File: src/rtl/aux_sar_pkg.sv
package aux_sar_pkg;

    parameter int RES_W     = 10;
    parameter int NUM_CH    = 2;
    parameter int AVG_SEL_W = 2;
    parameter int SETTLE_W  = 8;
    parameter int MAX_LOG   = (1 << AVG_SEL_W) - 1;
    parameter int ACC_W     = RES_W + MAX_LOG;
    parameter int BIT_IDX_W = $clog2(RES_W);
    parameter int SMP_W     = (MAX_LOG > 0) ? MAX_LOG : 1;

    typedef enum logic [1:0] {
        ST_IDLE   = 2'd0,
        ST_SETTLE = 2'd1,
        ST_BIT    = 2'd2
    } sar_state_e;

    typedef logic [RES_W-1:0] code_t;

    typedef struct packed {
        logic [AVG_SEL_W-1:0] avg_sel;
        logic [SETTLE_W-1:0]  settle;
    } chan_cfg_t;

    function automatic code_t bit_mask(input logic [BIT_IDX_W-1:0] idx);
        return code_t'(1) << idx;
    endfunction

    function automatic logic [SMP_W-1:0] last_sample(input logic [AVG_SEL_W-1:0] a);
        int n;
        n = (1 << a) - 1;
        return SMP_W'(n);
    endfunction

endpackage

File: src/rtl/aux_sar_src.sv
module aux_sar_src
    import aux_sar_pkg::*;
(
    input  logic              sport_en,
    input  logic [NUM_CH-1:0] reg_start,
    input  logic [NUM_CH-1:0] sport_start,
    output logic [NUM_CH-1:0] start
);
    for (genvar i = 0; i < NUM_CH; i++) begin : g_src
        assign start[i] = sport_en ? sport_start[i] : reg_start[i];
    end
endmodule

File: src/rtl/aux_sar_chan.sv
module aux_sar_chan
    import aux_sar_pkg::*;
(
    input  logic      clk,
    input  logic      rst,
    input  logic      start,
    input  chan_cfg_t cfg,
    input  logic      cmp,
    output logic      busy,
    output code_t     trial,
    output code_t     result,
    output logic      done
);
    sar_state_e                 st;
    logic [SETTLE_W-1:0]        cnt;
    logic [BIT_IDX_W-1:0]       bit_idx;
    code_t                      code;
    code_t                      kept;
    code_t                      next_code;
    logic [ACC_W-1:0]           acc;
    logic [ACC_W-1:0]           acc_sum;
    logic [SMP_W-1:0]           smp;
    logic [AVG_SEL_W-1:0]       avg_q;

    // decision on the current trial bit, then arm the next lower one
    always_comb begin
        kept      = cmp ? code : (code & ~bit_mask(bit_idx));
        next_code = kept;
        if (bit_idx != '0)
            next_code = kept | bit_mask(bit_idx - 1'b1);
        acc_sum   = acc + ACC_W'(kept);
    end

    always_ff @(posedge clk) begin
        if (rst) begin
            st      <= ST_IDLE;
            cnt     <= '0;
            bit_idx <= '0;
            code    <= '0;
            acc     <= '0;
            smp     <= '0;
            avg_q   <= '0;
            result  <= '0;
            done    <= 1'b0;
        end else begin
            unique case (st)
                ST_IDLE: begin
                    if (start) begin
                        st    <= ST_SETTLE;
                        cnt   <= cfg.settle;
                        avg_q <= cfg.avg_sel;
                        acc   <= '0;
                        smp   <= '0;
                        done  <= 1'b0;
                    end
                end
                ST_SETTLE: begin
                    if (cnt == '0) begin
                        st      <= ST_BIT;
                        code    <= bit_mask(BIT_IDX_W'(RES_W - 1));
                        bit_idx <= BIT_IDX_W'(RES_W - 1);
                    end else begin
                        cnt <= cnt - 1'b1;
                    end
                end
                ST_BIT: begin
                    if (bit_idx == '0) begin
                        if (smp == last_sample(avg_q)) begin
                            result <= code_t'(acc_sum >> avg_q);
                            done   <= 1'b1;
                            code   <= '0;
                            st     <= ST_IDLE;
                        end else begin
                            smp     <= smp + 1'b1;
                            acc     <= acc_sum;
                            code    <= bit_mask(BIT_IDX_W'(RES_W - 1));
                            bit_idx <= BIT_IDX_W'(RES_W - 1);
                        end
                    end else begin
                        code    <= next_code;
                        bit_idx <= bit_idx - 1'b1;
                    end
                end
                default: st <= ST_IDLE;
            endcase
        end
    end

    assign busy  = (st != ST_IDLE);
    assign trial = code;
endmodule

File: src/rtl/aux_sar_seq.sv
module aux_sar_seq
    import aux_sar_pkg::*;
(
    input  logic                 clk,
    input  logic                 rst,
    input  logic                 sport_en,
    input  logic [NUM_CH-1:0]    reg_start,
    input  logic [NUM_CH-1:0]    sport_start,
    input  logic                 sel_a,
    input  logic [NUM_CH-1:0]    ext_ref,
    input  logic [AVG_SEL_W-1:0] avg_sel,
    input  logic [SETTLE_W-1:0]  settle,
    input  logic [NUM_CH-1:0]    cmp,
    output logic [NUM_CH-1:0]    pwr,
    output logic                 conn_a1,
    output logic                 conn_a2,
    output logic                 conn_b,
    output logic [NUM_CH-1:0]    iref_en,
    output logic [RES_W-1:0]     trial_a,
    output logic [RES_W-1:0]     trial_b,
    output logic [RES_W-1:0]     result_a,
    output logic [RES_W-1:0]     result_b,
    output logic [NUM_CH-1:0]    done
);
    logic [NUM_CH-1:0] start;
    code_t             trial_v  [NUM_CH];
    code_t             result_v [NUM_CH];
    chan_cfg_t         cfg;
    logic              sel_q;

    assign cfg.avg_sel = avg_sel;
    assign cfg.settle  = settle;

    aux_sar_src u_src (
        .sport_en    (sport_en),
        .reg_start   (reg_start),
        .sport_start (sport_start),
        .start       (start)
    );

    for (genvar i = 0; i < NUM_CH; i++) begin : g_ch
        aux_sar_chan u_chan (
            .clk    (clk),
            .rst    (rst),
            .start  (start[i]),
            .cfg    (cfg),
            .cmp    (cmp[i]),
            .busy   (pwr[i]),
            .trial  (trial_v[i]),
            .result (result_v[i]),
            .done   (done[i])
        );
        assign iref_en[i] = pwr[i] & ~ext_ref[i];
    end

    // channel A pin pick is frozen when its conversion is accepted
    always_ff @(posedge clk) begin
        if (rst)
            sel_q <= 1'b0;
        else if (start[0] && !pwr[0])
            sel_q <= sel_a;
    end

    assign conn_a1  = pwr[0] &  sel_q;
    assign conn_a2  = pwr[0] & ~sel_q;
    assign conn_b   = pwr[1];
    assign trial_a  = trial_v[0];
    assign trial_b  = trial_v[1];
    assign result_a = result_v[0];
    assign result_b = result_v[1];
endmodule

File: config.mk
export PLATFORM = sky130hd
export DESIGN_NAME = aux_sar_seq
export DESIGN_NICKNAME = d
export VERILOG_FILES = /design/src/rtl/aux_sar_pkg.sv /design/src/rtl/aux_sar_src.sv /design/src/rtl/aux_sar_chan.sv /design/src/rtl/aux_sar_seq.sv
export SDC_FILE = /design/constraint.sdc
export NUM_CORES = 1
export LEC_CHECK = 0
export ABC_AREA = 1
export BUFFER_PORTS_ARGS = -buffer_cell sky130_fd_sc_hd__buf_4
export CORE_MARGIN = 3
export CORE_UTILIZATION = 65
export DETAILED_ROUTE_END_ITERATION = 8
export GPL_TIMING_DRIVEN = 0
export PLACE_DENSITY = 0.95
export SLEW_MARGIN = 0
export SYNTH_ARGS = -nofsm -noshare
export SYNTH_HDL_FRONTEND = slang
export SYNTH_SLANG_ARGS = --single-unit
export TNS_END_PERCENT = 10
File: constraint.sdc
create_clock -name clk -period 4.4 [get_ports clk]
set_input_delay 0 -clock clk [delete_from_list [all_inputs] [get_ports clk]]
set_output_delay 0 -clock clk [all_outputs]
set_load 0.005 [all_outputs]
== Word level (Yosys, flattened, before mapping) ==
Cells that the tools add are included.
W data, S select, Z words.

* Bits in registers: 107
* Input port bits: 22
* Output and inout port bits: 49
* Word-level logic and storage cells: 166

* $add $sub $neg: 10
* Equal/unequal tests: 20
* Shift operators: 8
* Muxes and demuxes: 62
* Bitwise operators: 13
* Reduce and logical (&&, ||, !) cells: 34

{| class="wikitable"
|+ Operators with widths
! kind !! count
|-
| $mux W10 || 10
|-
| $mux W13 || 6
|-
| $pmux W13 S2 || 2
|-
| $pmux W10 S2 || 2
|-
| $shl A1 B4 Y10 const A || 4
|-
| $mux W8 || 4
|-
| $pmux W8 S2 || 2
|-
| $add A13 B10 Y13 || 2
|-
| $shr A13 B2 Y10 || 2
|-
| $mux W4 || 6
|-
| $reduce_and A4 Y1 || 6
|-
| $and A10 B10 Y10 || 2
|-
| $not A10 Y10 || 2
|-
| $or A10 B10 Y10 || 2
|-
| $mux W3 || 6
|-
| $reduce_and A3 Y1 || 6
|-
| $logic_not A8 Y1 || 2
|-
| $mux W2 || 8
|-
| $ne A2 B1 Y1 const B || 8
|-
| $pmux W4 S2 || 2
|-
| $reduce_bool A2 Y1 || 8
|-
| $sub A8 B1 Y8 const B || 2
|-
| $pmux W2 S3 || 2
|-
| $pmux W3 S2 || 2
|-
| other kinds (19) || 49
|}

== Depth between registers and ports, before layout ==
* Word-level depth: 8
* Depth in mapped cells: 22
* Mapped depth without buffers: 21

== By module ==
From an unflattened synthesis, not the netlist that was laid out.

* Cell total of the unflattened synthesis: 1112
* Area, all modules: 6937.9 um^2

{| class="wikitable"
|+ By module, submodules not included
! module !! times used !! cells each !! area an instance (um^2) !! seq. area each (um^2)
|-
| aux_sar_chan at g_ch[0].u_chan || 1 || 546 || 3432.0 || 1061.0
|-
| aux_sar_chan at g_ch[1].u_chan || 1 || 544 || 3395.8 || 1061.0
|-
| aux_sar_seq || 1 || 15 || 83.8 || 20.0
|-
| aux_sar_src || 1 || 7 || 26.3 || 0.0
|}

== Least setup slack after synthesis ==
Ideal clock, no wire load.

* Path type: register -> register
* From: register g_ch[0].u_chan.bit_idx[3]
* To: register g_ch[0].u_chan.result[4]
* Setup time: 0.109 ns
* Arrival time: 2.250 ns
* Path slack: 2.041 ns
* Cell stages (with the launch flop): 18
* Buffers on the path: 1
* Period minus slack after synthesis: 2.359 ns
* Cell sequence: dfxtp_1 clkbuf_1 nor2_4 inv_2 o21ai_0 inv_1 ha_1 inv_1 fa_1 inv_1 nand3_1 nand2_1 xor2_1 nand2_1 nand3_1 nand3_1 nand2_1 inv_1

* Word-level cells in the longest chain between the ends: 6
* Elaborated cells between the ends (all ways): 8
* Classes of those cells: add/sub: 1; shift: 2; mux: 1; bitwise: 2; reduce/logical: 2

{| class="wikitable"
|+ RTL lines
! what !! line !! text
|-
| from (decl) || aux_sar_chan.sv:16 || <nowiki>logic [BIT_IDX_W-1:0] bit_idx;</nowiki>
|-
| from (signal assigned) || aux_sar_chan.sv:61 || <nowiki>bit_idx <= BIT_IDX_W'(RES_W - 1);</nowiki>
|-
| from (signal assigned) || aux_sar_chan.sv:77 || <nowiki>bit_idx <= BIT_IDX_W'(RES_W - 1);</nowiki>
|-
| from (signal assigned) || aux_sar_chan.sv:81 || <nowiki>bit_idx <= bit_idx - 1'b1;</nowiki>
|-
| $shl A1 B4 Y10 || aux_sar_pkg.sv:26 || <nowiki>return code_t'(1) << idx;</nowiki>
|-
| $not A10 Y10 || aux_sar_chan.sv:27 || <nowiki>kept = cmp ? code : (code & ~bit_mask(bit_idx));</nowiki>
|-
| $and A10 B10 Y10 || aux_sar_chan.sv:27 ||
|-
| $mux W10 || aux_sar_chan.sv:27 ||
|-
| $add A13 B10 Y13 || aux_sar_chan.sv:31 || <nowiki>acc_sum = acc + ACC_W'(kept);</nowiki>
|-
| $shr A13 B2 Y10 || aux_sar_chan.sv:69 || <nowiki>result <= code_t'(acc_sum >> avg_q);</nowiki>
|-
| to (signal assigned) || aux_sar_chan.sv:69 ||
|-
| to (decl) || aux_sar_chan.sv:11 || <nowiki>output code_t result,</nowiki>
|}

Parallel ways exist; a longest one is shown, timed or not.
A chain may end at the register's enable or synchronous reset.

== Worst setup path after layout ==
* From: register g_ch[0].u_chan.bit_idx[3]
* To: register g_ch[0].u_chan.result[3]

Same word-level chain as after synthesis.

==> results.md <==
- For this block, the initial DRC count from the detailed router was 782.
- The max-slew violation count is 0.
- The maximum level of the CTS H-tree is 3.
- The number of distinct library cells after synthesis is 41.
- The path depth of the worst reg2reg path is 15.
- The post-synthesis area per instance is 6.35 µm².
- The buffer levels on the longest clock path is 2.
- The placer's final routability congestion estimate is 0.970.
- The static leakage is 0.00386 µW.
- The final clock skew is 0.0197 ns.
- The final net count is 1,258.
- From synthesis to final layout, the design area changed by 13.6%.
- At the later pin of the worst-skew pair, clock insertion delay measures 0.40 ns.
- Summing the sequential cell areas from Yosys gives 30.4% of the chip area.
- The most common cell after layout, fill and taps aside is nand2_1.
- The power density over the cells is 479 nW/µm².
- The min-delay analysis places its worst path in the category in -> reg.
- At the pin with the least slew margin, the transition time is 0.719 ns.
- In this run the remaining antenna-violating nets after routing total 0.
- The number of inserted filler cells in the final layout is 840.
- The total number of vias is 7,574.
- The largest net degree at the start of global routing is 18.
- Of the total synthesized cell area, the portion taken by XOR and XNOR cells is 2.73%.
- From bottom edge to top edge, the die measures 110 µm.
- The highest clock rate is 0.334 GHz.
- In the routed design, unresolved DRC markers number 0.
- Yosys mapped a number of flops with a built-in enable equal to 0.
- The Yosys step of the flow raised 0 warnings.
- Registers take 2140 µm².
- Setup repair after global routing left no endpoint under its margin.
- By area, the combinational part of the netlist is dominated by simple AND/OR/NAND/NOR gates.
- The largest fanout on the critical path is 9.
- The total core area is 10,400 µm².
- The dominant register cell in the synthesized netlist is dfxtp_1.
- For this configuration, the core starts out at a cell density of 67.7%.
- The worst hold path was traced through 5 stages.
- The number of maximum-capacitance constraint violations is 0.
- The number of hold-slack violations in the final timing report was 0.
- In the synthesized netlist the async set-or-reset flop fraction comes to 0%.
- The die is 110 µm wide.
- The number of clock sinks seen by CTS is 107.
- Setup violations remaining at the end of the flow were counted as 0.
- The via count of the first global-routing pass came to 7,021.
- The clock period minus worst slack is 2.99 ns.
- The required time of the critical path is 4.69 ns.
- The full die area is 12,100 µm².
- The synthesized netlist devotes 16.8% of its cell area to compound gates.
- The number of diodes is 0.
- The run finished with clean final reports.
- Across every metal layer, demand over resource in global routing totals 33.2%.
- The I/O pin count is 71.
- Measured against its own limit, the worst slew margin works out to 52.1%.
- The detail-routed via count per cell is 5.64.
- TritonCTS built the clock tree.
- Clock tree synthesis selected as its root buffer the cell clkbuf_8.
- In the final routed layout, each cell accounts on average for 14.8 µm.
- The multiplexer share of the synthesized area is 0.142%.
- The share of post-route cells with drive strength above 1 is 11.1%.
- The start-to-end type of the worst setup path is reg -> reg.
- For this block, the routed nets add up to 19.8 mm of wire.
- Input and output buffers added on the ports amount to 70.
- OpenSTA, run right after detailed placement, puts the worst setup slack at 1.43 ns.
- The critical path capture point type is a register.
- The first TritonRoute pass finished after 6 iterations.
- STA classifies the critical path startpoint as a register.
- The first global-routing pass estimated 31.9 mm of wire.
- The basic-gate share of the synthesized area counting and, or, nand and nor cells is 32.5%.
- The wire-length estimate of the detail-placed layout is 15.1 mm.
- In this run, CTS created clock tree buffers numbering 9.
- In the final layout, the multi-input gates occupy 4140 µm².
- The number of setup buffers added after CTS is 0.
- The aggregate negative setup slack is 0 ns.
- The critical path data arrival time is 3.28 ns.
- In the layout the commonest cells are 303 x nand2_1, 143 x inv_1, 107 x dfxtp_1, 106 x a21oi_1, 102 x nand3_1.
- The synthesized design contains 107 register bits.
- The synthesized net count is 1,168.
- The floorplan has 37 rows.
- The count of mapped cells out of synthesis is 1,111.
- The post-layout worst setup margin is 1.41 ns.
- The initial antenna violation count was 0.
- The cell area after synthesis is 7050 µm².
- The final critical path takes up 68.0% of the cycle.
- The maximum VDD drop is 421 µV.
- After Yosys synthesis, full adders, half adders and majority gates account for 6.42% of the synthesized area.
- The final global-route overflow total is 0.
- After clock tree synthesis, the clock-pin slew on the worst setup and hold paths is 0.11 ns.
-- area by class of cell --
type,count,area share [%]
Clock buffer,11,1.76
Buffer,36,2.39
Timing Repair Buffer,79,7.68
Multi-Input combinational cell,813,51.6
Tap cell,136,2.12
Sequential cell,107,26.7
Inverter,155,7.26
Clock inverter,5,0.437
-- kinds of logic (layout without fill, tap and decap cells) --
kind of cell | count (synthesis) | in the layout
buffers and inverters | 191 | 286
AND/OR/NAND/NOR | 534 | 534
AO/OA/AOI/OAI | 221 | 221
adder cells (fa/ha/maj) | 35 | 35
multiplexers | 1 | 1
XOR/XNOR | 22 | 22
flip-flops | 107 | 107
-- flip-flops by register name, indices dropped and copies added, names as in the netlist --
signal               count
sel_q                    1
g_ch.u_chan.trial       20
g_ch.u_chan.result      20
g_ch.u_chan.acc         26
g_ch.u_chan.done         2
g_ch.u_chan.cnt         16
g_ch.u_chan.st           4
g_ch.u_chan.avg_q        4
g_ch.u_chan.bit_idx      8
g_ch.u_chan.smp          6
-- synth_stat cells, types with 7 or more instances --
library cell / n / area (µm²)
o211ai_1: 9 / 67.6
buf_4: 9 / 67.6
nand2_2: 10 / 62.6
dfxtp_1: 107 / 2140
nor2_1: 81 / 304
ha_1: 33 / 413
clkbuf_1: 19 / 71.3
nand3_1: 102 / 510
a31oi_1: 15 / 93.8
inv_2: 7 / 26.3
nand4_1: 13 / 81.3
a21oi_1: 106 / 531
inv_1: 143 / 537
o21ai_0: 76 / 380
xor2_1: 18 / 158
nand2_1: 303 / 1140
-- power breakdown --
group / leakage, µW / internal (µW) / switching [µW]
registers: 0.000870 / 1140 / 140
logic: 0.00290 / 688 / 1290
clock network: 0.0000901 / 224 / 359
total: 0.00386 / 2050 / 1790
-- critical path, stage by stage, from the launching register on --
cell and delay, ns:
dfxtp_1 0.32, clkbuf_1 0.33, nor2_4 0.10, inv_2 0.13, o21ai_0 0.14, inv_1 0.09
ha_1 0.20, inv_1 0.07, fa_1 0.39, inv_1 0.11, nand3_1 0.08, nand2_1 0.15
xor2_1 0.29, o21ai_0 0.18, a21oi_1 0.22, a21oi_1 0.09
-- path summary, 6_finish.rpt --
check                           slack (ns)                       from                        to
worst min register to register        0.47        g_ch[1].u_chan.done       g_ch[1].u_chan.done
worst min-delay path                 0.005                  settle[7]     g_ch[0].u_chan.cnt[7]
worst max register to register        1.41  g_ch[0].u_chan.bit_idx[3]  g_ch[0].u_chan.result[3]
worst max-delay path                  1.41  g_ch[0].u_chan.bit_idx[3]  g_ch[0].u_chan.result[3]
-- through the flow --
step	area, µm²	instances	power (µW)	util (%)	hold WS, ns
floorplan	7050	1111	2660	-	0.0269
global route	8010	1342	4120	76.9	0.0465
CTS	8010	1342	3790	76.9	0.00708
global placement	7750	1317	3130	74.4	0.223
detailed placement	7750	1317	3200	74.4	0.224
finish	8010	1342	3840	76.9	0.00475
-- timing repair --
item	4_1_cts	5_1_grt
setup endpoints to repair	0	0
hold endpoints to repair	17	0
resized for setup	0	0
hold buffers	9	0
-- layer usage --
metal	part of all wire (%)	track usage (%)	up-vias	wire, µm
met1	41	40.3	3432	8130
li1	-	-	3785	-
met5	0	0	-	0
met4	3.9	15.0	0	768
met2	49	57.3	299	9700
met3	6.3	5.77	58	1240
Note: power is estimated with default switching activity, not from simulation.
